## src/rtl/dct_pkg.sv

```systemverilog
package dct_pkg;

  localparam int DCT_N  = 8;
  localparam int DCT_IW = 3;

  typedef enum logic [1:0] {
    SQ_IDLE  = 2'd0,
    SQ_RUN   = 2'd1,
    SQ_DRAIN = 2'd2
  } seq_state_e;

  // round(64 * cos(k*pi/16)) for k = 0..8
  function automatic int cos_mag(input int k);
    case (k)
      0:       return 64;
      1:       return 63;
      2:       return 59;
      3:       return 53;
      4:       return 45;
      5:       return 36;
      6:       return 24;
      7:       return 12;
      default: return 0;
    endcase
  endfunction

  // Scaled cosine matrix entry; the DC row carries the 1/sqrt(2) weight.
  function automatic int coef_at(input int u, input int n);
    int k;
    if (u == 0) return 45;
    k = ((2 * n + 1) * u) % 32;
    if (k > 16) k = 32 - k;
    if (k <= 8) return cos_mag(k);
    return -cos_mag(16 - k);
  endfunction

endpackage

```

## src/rtl/dct_coef_rom.sv

```systemverilog
module dct_coef_rom
  import dct_pkg::*;
#(
  parameter int IW = DCT_IW,
  parameter int CW = 16
) (
  input  logic                 clk,
  input  logic [IW-1:0]        row,
  input  logic [IW-1:0]        col,
  output logic signed [CW-1:0] q
);

  always_ff @(posedge clk) begin
    q <= CW'(coef_at(int'(row), int'(col)));
  end

endmodule

```

## src/rtl/dct_ram.sv

```systemverilog
module dct_ram #(
  parameter int DW = 16,
  parameter int AW = 6
) (
  input  logic          clk,
  input  logic          rst,
  input  logic          we,
  input  logic [AW-1:0] waddr,
  input  logic [DW-1:0] wdata,
  input  logic          re,
  input  logic [AW-1:0] raddr,
  output logic [DW-1:0] q
);

  localparam int DEPTH = 1 << AW;

  logic [DW-1:0] mem [DEPTH];

  always_ff @(posedge clk) begin
    if (we) mem[waddr] <= wdata;
  end

  always_ff @(posedge clk) begin
    if (rst)     q <= '0;
    else if (re) q <= mem[raddr];
  end

endmodule

```

## src/rtl/dct_mac.sv

```systemverilog
module dct_mac #(
  parameter int DW    = 16,
  parameter int CW    = 16,
  parameter int ACCW  = 32,
  parameter int SHIFT = 7
) (
  input  logic                 clk,
  input  logic                 rst,
  input  logic                 en,
  input  logic                 clr,
  input  logic signed [CW-1:0] a,
  input  logic signed [DW-1:0] b,
  output logic        [DW-1:0] res
);

  localparam logic signed [ACCW:0] HALF = (ACCW+1)'(64'(1) << (SHIFT - 1));
  localparam logic signed [ACCW:0] MAXV = (ACCW+1)'((64'(1) << (DW - 1)) - 1);
  localparam logic signed [ACCW:0] MINV = ~MAXV;

  logic signed [ACCW-1:0] acc;
  logic signed [ACCW-1:0] a_x, b_x, prod;
  logic signed [ACCW:0]   biased, shifted;

  assign a_x  = ACCW'(a);
  assign b_x  = ACCW'(b);
  assign prod = a_x * b_x;

  always_ff @(posedge clk) begin
    if (rst)     acc <= '0;
    else if (en) acc <= (clr ? '0 : acc) + prod;
  end

  assign biased  = {acc[ACCW-1], acc} + HALF;
  assign shifted = biased >>> SHIFT;

  always_comb begin
    if (shifted > MAXV)      res = MAXV[DW-1:0];
    else if (shifted < MINV) res = MINV[DW-1:0];
    else                     res = shifted[DW-1:0];
  end

endmodule

```

## src/rtl/dct_seq.sv

```systemverilog
module dct_seq
  import dct_pkg::*;
#(
  parameter int IW = DCT_IW
) (
  input  logic            clk,
  input  logic            rst,
  input  logic            start,
  output logic            busy,
  output logic            done,
  output logic [IW-1:0]   rom_row,
  output logic [IW-1:0]   rom_col,
  output logic            in_re,
  output logic [2*IW-1:0] in_raddr,
  output logic            mid_re,
  output logic [2*IW-1:0] mid_raddr,
  output logic            mac_en,
  output logic            mac_clr,
  output logic            opnd_sel,
  output logic            mid_we,
  output logic            out_we,
  output logic [2*IW-1:0] waddr
);

  localparam int CNTW = 3 * IW + 1;

  seq_state_e st;
  logic [CNTW-1:0] cnt;
  logic [IW-1:0]   ci, cj, ck;
  logic            cpass, issue, is_final;

  logic            p1_v, p1_first, p1_last, p1_pass, p1_fin;
  logic [2*IW-1:0] p1_dst;
  logic            p2_wr, p2_pass, p2_fin;
  logic [2*IW-1:0] p2_dst;

  // loop order: inner index fastest, then column, row, pass
  assign ck    = cnt[IW-1:0];
  assign cj    = cnt[2*IW-1:IW];
  assign ci    = cnt[3*IW-1:2*IW];
  assign cpass = cnt[3*IW];

  assign issue    = (st == SQ_RUN);
  assign is_final = &cnt;
  assign busy     = (st != SQ_IDLE);

  assign rom_row   = cpass ? cj : ci;
  assign rom_col   = ck;
  assign in_re     = issue && !cpass;
  assign in_raddr  = {ck, cj};
  assign mid_re    = issue && cpass;
  assign mid_raddr = {ci, ck};

  always_ff @(posedge clk) begin
    if (rst) begin
      st   <= SQ_IDLE;
      cnt  <= '0;
      done <= 1'b0;
    end else begin
      done <= p2_wr && p2_fin;
      case (st)
        SQ_IDLE: if (start) begin
          st  <= SQ_RUN;
          cnt <= '0;
        end
        SQ_RUN: begin
          cnt <= cnt + 1'b1;
          if (is_final) st <= SQ_DRAIN;
        end
        SQ_DRAIN: if (p2_wr && p2_fin) st <= SQ_IDLE;
        default: st <= SQ_IDLE;
      endcase
    end
  end

  always_ff @(posedge clk) begin
    if (rst) begin
      p1_v <= 1'b0; p1_first <= 1'b0; p1_last <= 1'b0;
      p1_pass <= 1'b0; p1_fin <= 1'b0; p1_dst <= '0;
      p2_wr <= 1'b0; p2_pass <= 1'b0; p2_fin <= 1'b0; p2_dst <= '0;
    end else begin
      p1_v     <= issue;
      p1_first <= issue && (ck == '0);
      p1_last  <= issue && (&ck);
      p1_pass  <= cpass;
      p1_fin   <= issue && is_final;
      p1_dst   <= {ci, cj};
      p2_wr    <= p1_v && p1_last;
      p2_pass  <= p1_pass;
      p2_fin   <= p1_fin;
      p2_dst   <= p1_dst;
    end
  end

  assign mac_en   = p1_v;
  assign mac_clr  = p1_first;
  assign opnd_sel = p1_pass;
  assign mid_we   = p2_wr && !p2_pass;
  assign out_we   = p2_wr && p2_pass;
  assign waddr    = p2_dst;

  a_r8_done_single: assert property (@(posedge clk) disable iff (rst)
    done |=> !done);

  a_r8_done_idle: assert property (@(posedge clk) disable iff (rst)
    done |-> !busy);

  a_r3_start_accept: assert property (@(posedge clk) disable iff (rst)
    (!busy && start) |=> busy);

  a_r4_no_restart: assert property (@(posedge clk) disable iff (rst)
    (issue && !is_final && start) |=> (cnt == $past(cnt) + 1'b1));

endmodule

```

## src/rtl/dct_matmul_engine.sv

```systemverilog
module dct_matmul_engine
  import dct_pkg::*;
#(
  parameter int DW    = 16,
  parameter int CW    = 16,
  parameter int ACCW  = 32,
  parameter int SHIFT = 7
) (
  input  logic          clk,
  input  logic          rst,
  input  logic          in_wr,
  input  logic [5:0]    in_addr,
  input  logic [DW-1:0] in_data,
  input  logic          start,
  output logic          busy,
  output logic          done,
  input  logic [5:0]    rd_addr,
  output logic [DW-1:0] rd_data
);

  localparam int IW = DCT_IW;
  localparam int AW = 2 * IW;

  logic [IW-1:0]        rom_row, rom_col;
  logic                 in_re, mid_re, mac_en, mac_clr, opnd_sel;
  logic                 mid_we, out_we;
  logic [AW-1:0]        in_raddr, mid_raddr, waddr;
  logic signed [CW-1:0] coef_q;
  logic [DW-1:0]        in_q, mid_q, mac_res;
  logic signed [DW-1:0] opnd_b;

  dct_seq #(.IW(IW)) i_seq (
    .clk(clk), .rst(rst), .start(start), .busy(busy), .done(done),
    .rom_row(rom_row), .rom_col(rom_col),
    .in_re(in_re), .in_raddr(in_raddr),
    .mid_re(mid_re), .mid_raddr(mid_raddr),
    .mac_en(mac_en), .mac_clr(mac_clr), .opnd_sel(opnd_sel),
    .mid_we(mid_we), .out_we(out_we), .waddr(waddr)
  );

  dct_coef_rom #(.IW(IW), .CW(CW)) i_rom (
    .clk(clk), .row(rom_row), .col(rom_col), .q(coef_q)
  );

  dct_ram #(.DW(DW), .AW(AW)) i_in_ram (
    .clk(clk), .rst(rst),
    .we(in_wr && !busy), .waddr(in_addr), .wdata(in_data),
    .re(in_re), .raddr(in_raddr), .q(in_q)
  );

  dct_ram #(.DW(DW), .AW(AW)) i_mid_ram (
    .clk(clk), .rst(rst),
    .we(mid_we), .waddr(waddr), .wdata(mac_res),
    .re(mid_re), .raddr(mid_raddr), .q(mid_q)
  );

  dct_ram #(.DW(DW), .AW(AW)) i_out_ram (
    .clk(clk), .rst(rst),
    .we(out_we), .waddr(waddr), .wdata(mac_res),
    .re(!busy), .raddr(rd_addr), .q(rd_data)
  );

  assign opnd_b = opnd_sel ? mid_q : in_q;

  dct_mac #(.DW(DW), .CW(CW), .ACCW(ACCW), .SHIFT(SHIFT)) i_mac (
    .clk(clk), .rst(rst), .en(mac_en), .clr(mac_clr),
    .a(coef_q), .b(opnd_b), .res(mac_res)
  );

  a_r9_rd_hold: assert property (@(posedge clk) disable iff (rst)
    busy |=> $stable(rd_data));

endmodule

```

## config.mk

```make
export PLATFORM = sky130hd
export DESIGN_NAME = dct_matmul_engine
export DESIGN_NICKNAME = d
export VERILOG_FILES = /design/src/rtl/dct_pkg.sv /design/src/rtl/dct_coef_rom.sv /design/src/rtl/dct_ram.sv /design/src/rtl/dct_mac.sv /design/src/rtl/dct_seq.sv /design/src/rtl/dct_matmul_engine.sv
export SDC_FILE = /design/constraint.sdc
export NUM_CORES = 2
export LEC_CHECK = 0
export ABC_CLOCK_PERIOD_IN_PS = 29100
export BUFFER_PORTS_ARGS = -buffer_cell sky130_fd_sc_hd__buf_2
export CAP_MARGIN = 20
export CORE_ASPECT_RATIO = 0.5
export CORE_MARGIN = 3
export CORE_UTILIZATION = 30
export CTS_BUF_LIST = sky130_fd_sc_hd__clkbuf_4
export DETAILED_ROUTE_END_ITERATION = 16
export PLACE_DENSITY = 0.45
export SETUP_SLACK_MARGIN = 0.4
export SLEW_MARGIN = 10
export SYNTH_ARGS = -nofsm -noshare
export SYNTH_HDL_FRONTEND = slang
export SYNTH_SLANG_ARGS = --single-unit
```

## constraint.sdc

```tcl
create_clock -name clk -period 29.1 [get_ports clk]
set_clock_uncertainty 0.05 [all_clocks]
set_input_delay 2.91 -clock clk [delete_from_list [all_inputs] [get_ports clk]]
set_output_delay 2.91 -clock clk [all_outputs]
set_load 0.01 [all_outputs]
```

### After elaboration in Yosys (flattened, before gate mapping)

Memory sizes are Yosys's and may differ from the RTL's. A register that Yosys moved wholly into a read port is not among the register bits.
Cells that the tools add are included.
W data, S select, Z words.

| storage, ports and cells | value |
|---|---|
| memory bits (read-only) | 112 |
| flip-flop bits (word level) | 81 |
| output and inout port bits | 18 |
| RAM bits | 3072 |
| memories | 5 |
| input port bits | 32 |
| logic and storage cells | 95 |
| bits in latches | 0 |

Memory list:

| name | depth | bits a word | rd ports | clocked after Yosys merged registers in | write ports | RTL line | text |
|---|---|---|---|---|---|---|---|
| i_in_ram.mem | 64 | 16 | 1 | 1 | 1 | dct_ram.sv:17 | `logic [DW-1:0] mem [DEPTH];` |
| i_mid_ram.mem | 64 | 16 | 1 | 1 | 1 | dct_ram.sv:17 |  |
| i_out_ram.mem | 64 | 16 | 1 | 1 | 1 | dct_ram.sv:17 |  |
| (no name shown) | 8 | 7 | 1 | 0 | 0 | dct_pkg.sv:14 | `case (k)` |
| (no name shown) | 8 | 7 | 1 | 0 | 0 | dct_pkg.sv:14 |  |

| cells by class | value |
|---|---|
| muxes and demuxes | 30 |
| multipliers | 2 |
| shift-type cells | 0 |
| add/subtract/negate cells | 7 |
| reductions and logical operators | 26 |
| equal/unequal tests | 5 |
| magnitude comparators | 4 |
| divide/modulo/power cells | 0 |
| bitwise logic cells | 1 |

Operator list:

| operator | number |
|---|---|
| $mux W16 | 10 |
| $mux W32 | 3 |
| $logic_not A29 Y1 | 2 |
| $add A32 B8 Y33 const B | 1 |
| $add A32 B32 Y32 | 1 |
| $le A32 B5 Y1 const B | 1 |
| $mul A16 B16 Y32 | 1 |
| $mul A32 B4 Y32 | 1 |
| $sub A6 B32 Y32 const A | 1 |
| $gt A26 B16 Y1 const B | 1 |
| $lt A26 B16 Y1 const B | 1 |
| $pmux W10 S2 | 1 |
| $neg A16 Y16 | 1 |
| $add A10 B1 Y10 const B | 1 |
| $logic_and A1 B1 Y1 | 10 |
| $mux W10 | 1 |
| $reduce_and A10 Y1 | 1 |
| $mux W1 | 9 |
| $sub A7 B6 Y8 const A | 1 |
| $gt A6 B6 Y1 const B | 1 |
| $logic_not A3 Y1 | 2 |
| $mux W2 | 3 |
| $mux W6 | 1 |
| $pmux W2 S3 | 1 |
| 13 further kinds | 19 |

### Logic depth before layout (Yosys ltp)

| depth | value |
|---|---|
| word-level depth | 15 |
| gate-level depth with buffers | 30 |
| mapped depth without buffers | 24 |

### By module

From an unflattened synthesis, not the netlist that was laid out.

| second synthesis, totals | value |
|---|---|
| cell total of the unflattened synthesis | 7875 |
| area total of the unflattened synthesis | 136402.1 µm² |

By module, submodules not included:

| module | times used | sequential area each (µm²) | cells an instance | area an instance (µm²) |
|---|---|---|---|---|
| dct_ram | 3 | 31069.8 | 2036 | 40146.0 |
| dct_mac | 1 | 640.6 | 1453 | 12997.5 |
| dct_seq | 1 | 660.6 | 145 | 1411.4 |
| dct_coef_rom | 1 | 260.2 | 149 | 1296.2 |
| dct_matmul_engine | 1 | 0.0 | 20 | 259.0 |

### Worst setup path before layout

Ideal clock, no wire load.

| path | value |
|---|---|
| path type | register to register |
| from | register i_mac.acc[7] |
| to | memory i_mid_ram.mem[0][3], data pin |
| data required time | 27.853 ns |
| setup time | 1.197 ns |
| period minus slack after synthesis | 10.378 ns |
| data arrival time | 9.131 ns |
| stages on the path, launching flop included | 7 |
| buffers on the path | 0 |
| setup slack | 18.722 ns |
| cells stage by stage | dfxtp_1 ha_1 nand3_1 nor4_2 a41oi_1 nor2b_1 o21ai_0 |

| on the way | value |
|---|---|
| cells in the longest elaborated chain, start to end | 4 |
| elaborated cells between the ends (all ways) | 5 |
| classes of those cells | add/sub (1); order compare (2); mux (2) |

Ends and longest elaborated chain:

| item | RTL line | text |
|---|---|---|
| start, declared | dct_mac.sv:20 | `logic signed [ACCW-1:0] acc;` |
| start signal, assigned | dct_mac.sv:30 | `else if (en) acc <= (clr ? '0 : acc) + prod;` |
| $add A32 B8 Y33 (*) | dct_mac.sv:33 | `assign biased = {acc[ACCW-1], acc} + HALF;` |
| $lt A26 B16 Y1 | dct_mac.sv:38 | `else if (shifted < MINV) res = MINV[DW-1:0];` |
| $mux W16 | dct_mac.sv:38 |  |
| $mux W16 (*) | dct_mac.sv:37 | `if (shifted > MAXV) res = MAXV[DW-1:0];` |
| named net i_mac.res[3] | dct_mac.sv:13 | `output logic [DW-1:0] res` |
| end, declared | dct_ram.sv:17 |  |

The timed path passes the listed nets; every way through them passes the cells marked *.

### Final worst setup path

| path | value |
|---|---|
| from | register i_seq.p1_pass (netlist: i_seq.opnd_sel) |
| to | register i_mac.acc[31] |

| on the way | value |
|---|---|
| cells in the longest elaborated chain, start to end | 3 |

Ends and longest elaborated chain:

| item | RTL line | text |
|---|---|---|
| start, declared | dct_seq.sv:32 | `logic p1_v, p1_first, p1_last, p1_pass, p1_fin;` |
| start signal, assigned | dct_seq.sv:85 | `p1_pass <= cpass;` |
| $mux W16 | dct_matmul_engine.sv:63 | `assign opnd_b = opnd_sel ? mid_q : in_q;` |
| $mul A16 B16 Y32 | dct_mac.sv:26 | `assign prod = a_x * b_x;` |
| $add A32 B32 Y32 | dct_mac.sv:30 |  |

No other way between the ends.
A chain may end at the register's enable or synchronous reset.

==> run metrics <==
number of synthesized flops with an enable pin 3072; Max stage delay on crit path 0.84 ns; Mapped Avg Cell Area 20.66 sq um; Worst Hold Class flop to flop; placer congestion estimate 0.7667; Final Cycle Share 25.81%; Vias/cell 4.821; initial core utilization 30.30%; flops & latches, synth 3198; RSZ-0062 raised after global routing no; post-cts repair resize count 0; cell taking the most area after synthesis edfxtp_1; Post-DP Area 142900 sq um; Internal 7.255 mW; GR Util All Layers 15.92%; Clock power frac 38.5%; Async SR Flop Fraction 0%; cell area after synthesis 133900 sq um; most frequent cells after synthesis edfxtp_1, mux4_2, inv_1; main combinational cell family by area after synthesis multiplexers; static leakage 49.27 nW; Setup CP Type flop to flop; CP Cell Sequence mux2_2, nand2_1, inv_1, fa_1, inv_1, fa_1, inv_1, fa_1, inv_1, fa_1, inv_1, fa_1, inv_1, fa_1, inv_1, ha_1, nand4_1, or3_1, nor3_1, o211ai_1, and4_1, a2111oi_0; Rows 172; final instance area 152500 sq um; synth top area cells edfxtp_1, mux4_2, fa_1; highest-delay cell along the critical path dfxtp_1; Worst slew margin 26.58%; Die Wd 950.8 um; CP required 30.35 ns; Final Util 34.51%; Die H 478.4 um; count leader, synth edfxtp_1; Seq pwr share 55.0%; TritonCTS Sinks 3198; via count 66046; post-synthesis simple-gate area fraction 3.049%; adder-cell share of the synthesized area 5.480%; Longest Clk Path Bufs 4; H-tree lvl count 6; total routed wirelength 366400 um; mux cell area share after synthesis 17.26%; WL per Instance 26.74 um; worst setup margin 21.59 ns; total grt overflow 0; sw frac 23.84%; Post-Syn Instances 6480; Cell Pwr Density 62.46 nW/um^2; yosys warns 0; Die ar. 454800 sq um; CTS tree built; post-synthesis compound-gate area fraction 1.077%; status finished, final reports clean; setup slack after placement 21.47 ns; most frequent CP cell inv_1; DRT iter0 DRCs 5568; Max VDD drop 0.03079 mV; Sw Pwr 2.271 mW; unique cell type count in the Yosys netlist 76; maxcap violations 0; ys flop type edfxtp_1; vias in the first global route 69724; worst skew pair latency 1.43 ns; HPWL Detailed 217100 um; DRC Markers 0; top-area cell type share of the netlist area 68.90%; hold-fix buffers at CTS 0; Post-CTS Setup Repair Bufs 0; synth-to-layout area growth 13.90%; largest net degree at the start of global routing 131; worst-margin pin slew 1.100 ns; crit path capture type flop; antenna-violating nets left 0; Comb pwr share 6.5%; Pre-Repair DR Iteration Count 6; area of the core 441800 sq um; fmax 0.1331 GHz; total power draw 9.525 mW; Critical Path AT 8.76 ns; Net Count, Synth 6922; Num CTS Buffers 750; CP startpoint kind flop; initial antenna violation count 59; Tmin final 7.512 ns; Boundary Pins 50; Worst Path Max Fanout 17; Nets 7658; final setup TNS 0 ns; I/O Buffers 49; XOR/XNOR Fraction of Synth Area 0.3318%; Clock Pin Slew Worst Setup and Hold Paths 0.06 ns; Final Max Slew Viols 0; count of final setup violators 0; CTS root buffer clkbuf_4; final hold violation count 0; sequential area share after synthesis 70.79%; ratio of cells with drive above 1 in the final layout 34.64%; global-route wire length before repair 524100 um
-- layout make-up --
cell class | instances | area [sq um]
inverters | 348 | 1306
fillers | 41739 | 289300
repair buffers | 322 | 2454
clock buffers | 1112 | 8348
multi-input cells | 2596 | 36990
clock inverters | 177 | 1116
diodes | 32 | 80.08
flip-flops and latches | 3198 | 94800
well taps | 5916 | 7402
-- path summary, 6_finish.rpt --
| check | start | end | slack [ns] | cells past startpoint |
|---|---|---|---|---|
| max | i_seq.opnd_sel | i_mac.acc[31] | 21.59 | 22 |
| min | i_seq.p1_fin | i_seq.p2_fin | 0.34 | 1 |
| max reg2reg | i_seq.opnd_sel | i_mac.acc[31] | 21.59 | 22 |
| min reg2reg | i_seq.p1_fin | i_seq.p2_fin | 0.34 | 1 |
-- power groups by stage --
stage	sequential [mW]	combinational, mW	clock (mW)
floorplan	5.38	0.335	0
detailed placement	5.34	0.636	0
global route	5.24	0.682	4.06
finish	5.24	0.617	3.67
global placement	5.34	0.626	0
CTS	5.24	0.637	3.83
-- placed cells by master (no fill, tap or decap), drive strengths merged, types with 16 or more instances in the layout --
cell type / instances
a21oi: 92
and2: 65
and3: 16
buf: 322
clkbuf: 1112
clkinv: 137
dfxtp: 126
diode: 32
edfxtp: 3072
fa: 294
ha: 116
inv: 364
mux2: 18
mux2i: 20
mux4: 1008
nand2: 244
nand2b: 25
nand3: 36
nor2: 284
nor2b: 95
nor3: 31
o21ai: 39
xnor2: 35
-- cells by family (layout without fill, tap and decap cells) --
family / after synthesis / in the layout
buffers and inverters: 686 / 1959
xor gates and xnor gates: 49 / 49
muxes: 1046 / 1046
and+or+nand+nor: 862 / 862
DFF: 3198 / 3198
AOI/OAI and AO/OA: 228 / 228
adders and majority gates: 410 / 410
other: 1 / 33
-- registers in the layout (all words and copies together), names as in the netlist, 10 cells and up --
register / count
i_in_ram.mem: 1024
i_mid_ram.mem: 1024
i_out_ram.mem: 1024
i_mac.acc: 32
i_in_ram.q: 16
i_mid_ram.q: 16
i_out_ram.q: 16
i_rom.q: 13
i_seq.cnt: 10
-- stage by stage --
step | std cells | hold WS, ns
2_1_floorplan | 6480 | 0.3638
3_3_place_gp | 12371 | 0.3691
4_1_cts | 13665 | 0.3549
6_report | 13701 | 0.3445
3_5_place_dp | 12376 | 0.3704
5_1_grt | 13677 | 0.3845
-- critical path, delay by kind of cell (launching register included) --
family                     cells  cell delay (ns)
DFF                            1             0.84
and+or+nand+nor                5             1.13
muxes                          1             0.55
buffers and inverters          7             0.71
AOI/OAI and AO/OA              2             0.49
adders and majority gates      7             3.71
-- metal layers --
metal  vias to the layer above  global-route usage [%]  share of wire [%]
met1                     35623                   22.34                 45
met5                         -                       0              0.040
li1                      28013                       -                  -
met2                      1895                   24.98                 47
met3                       493                   3.597                5.6
met4                        22                   4.436                2.3
(Power assumes the default switching activity.)
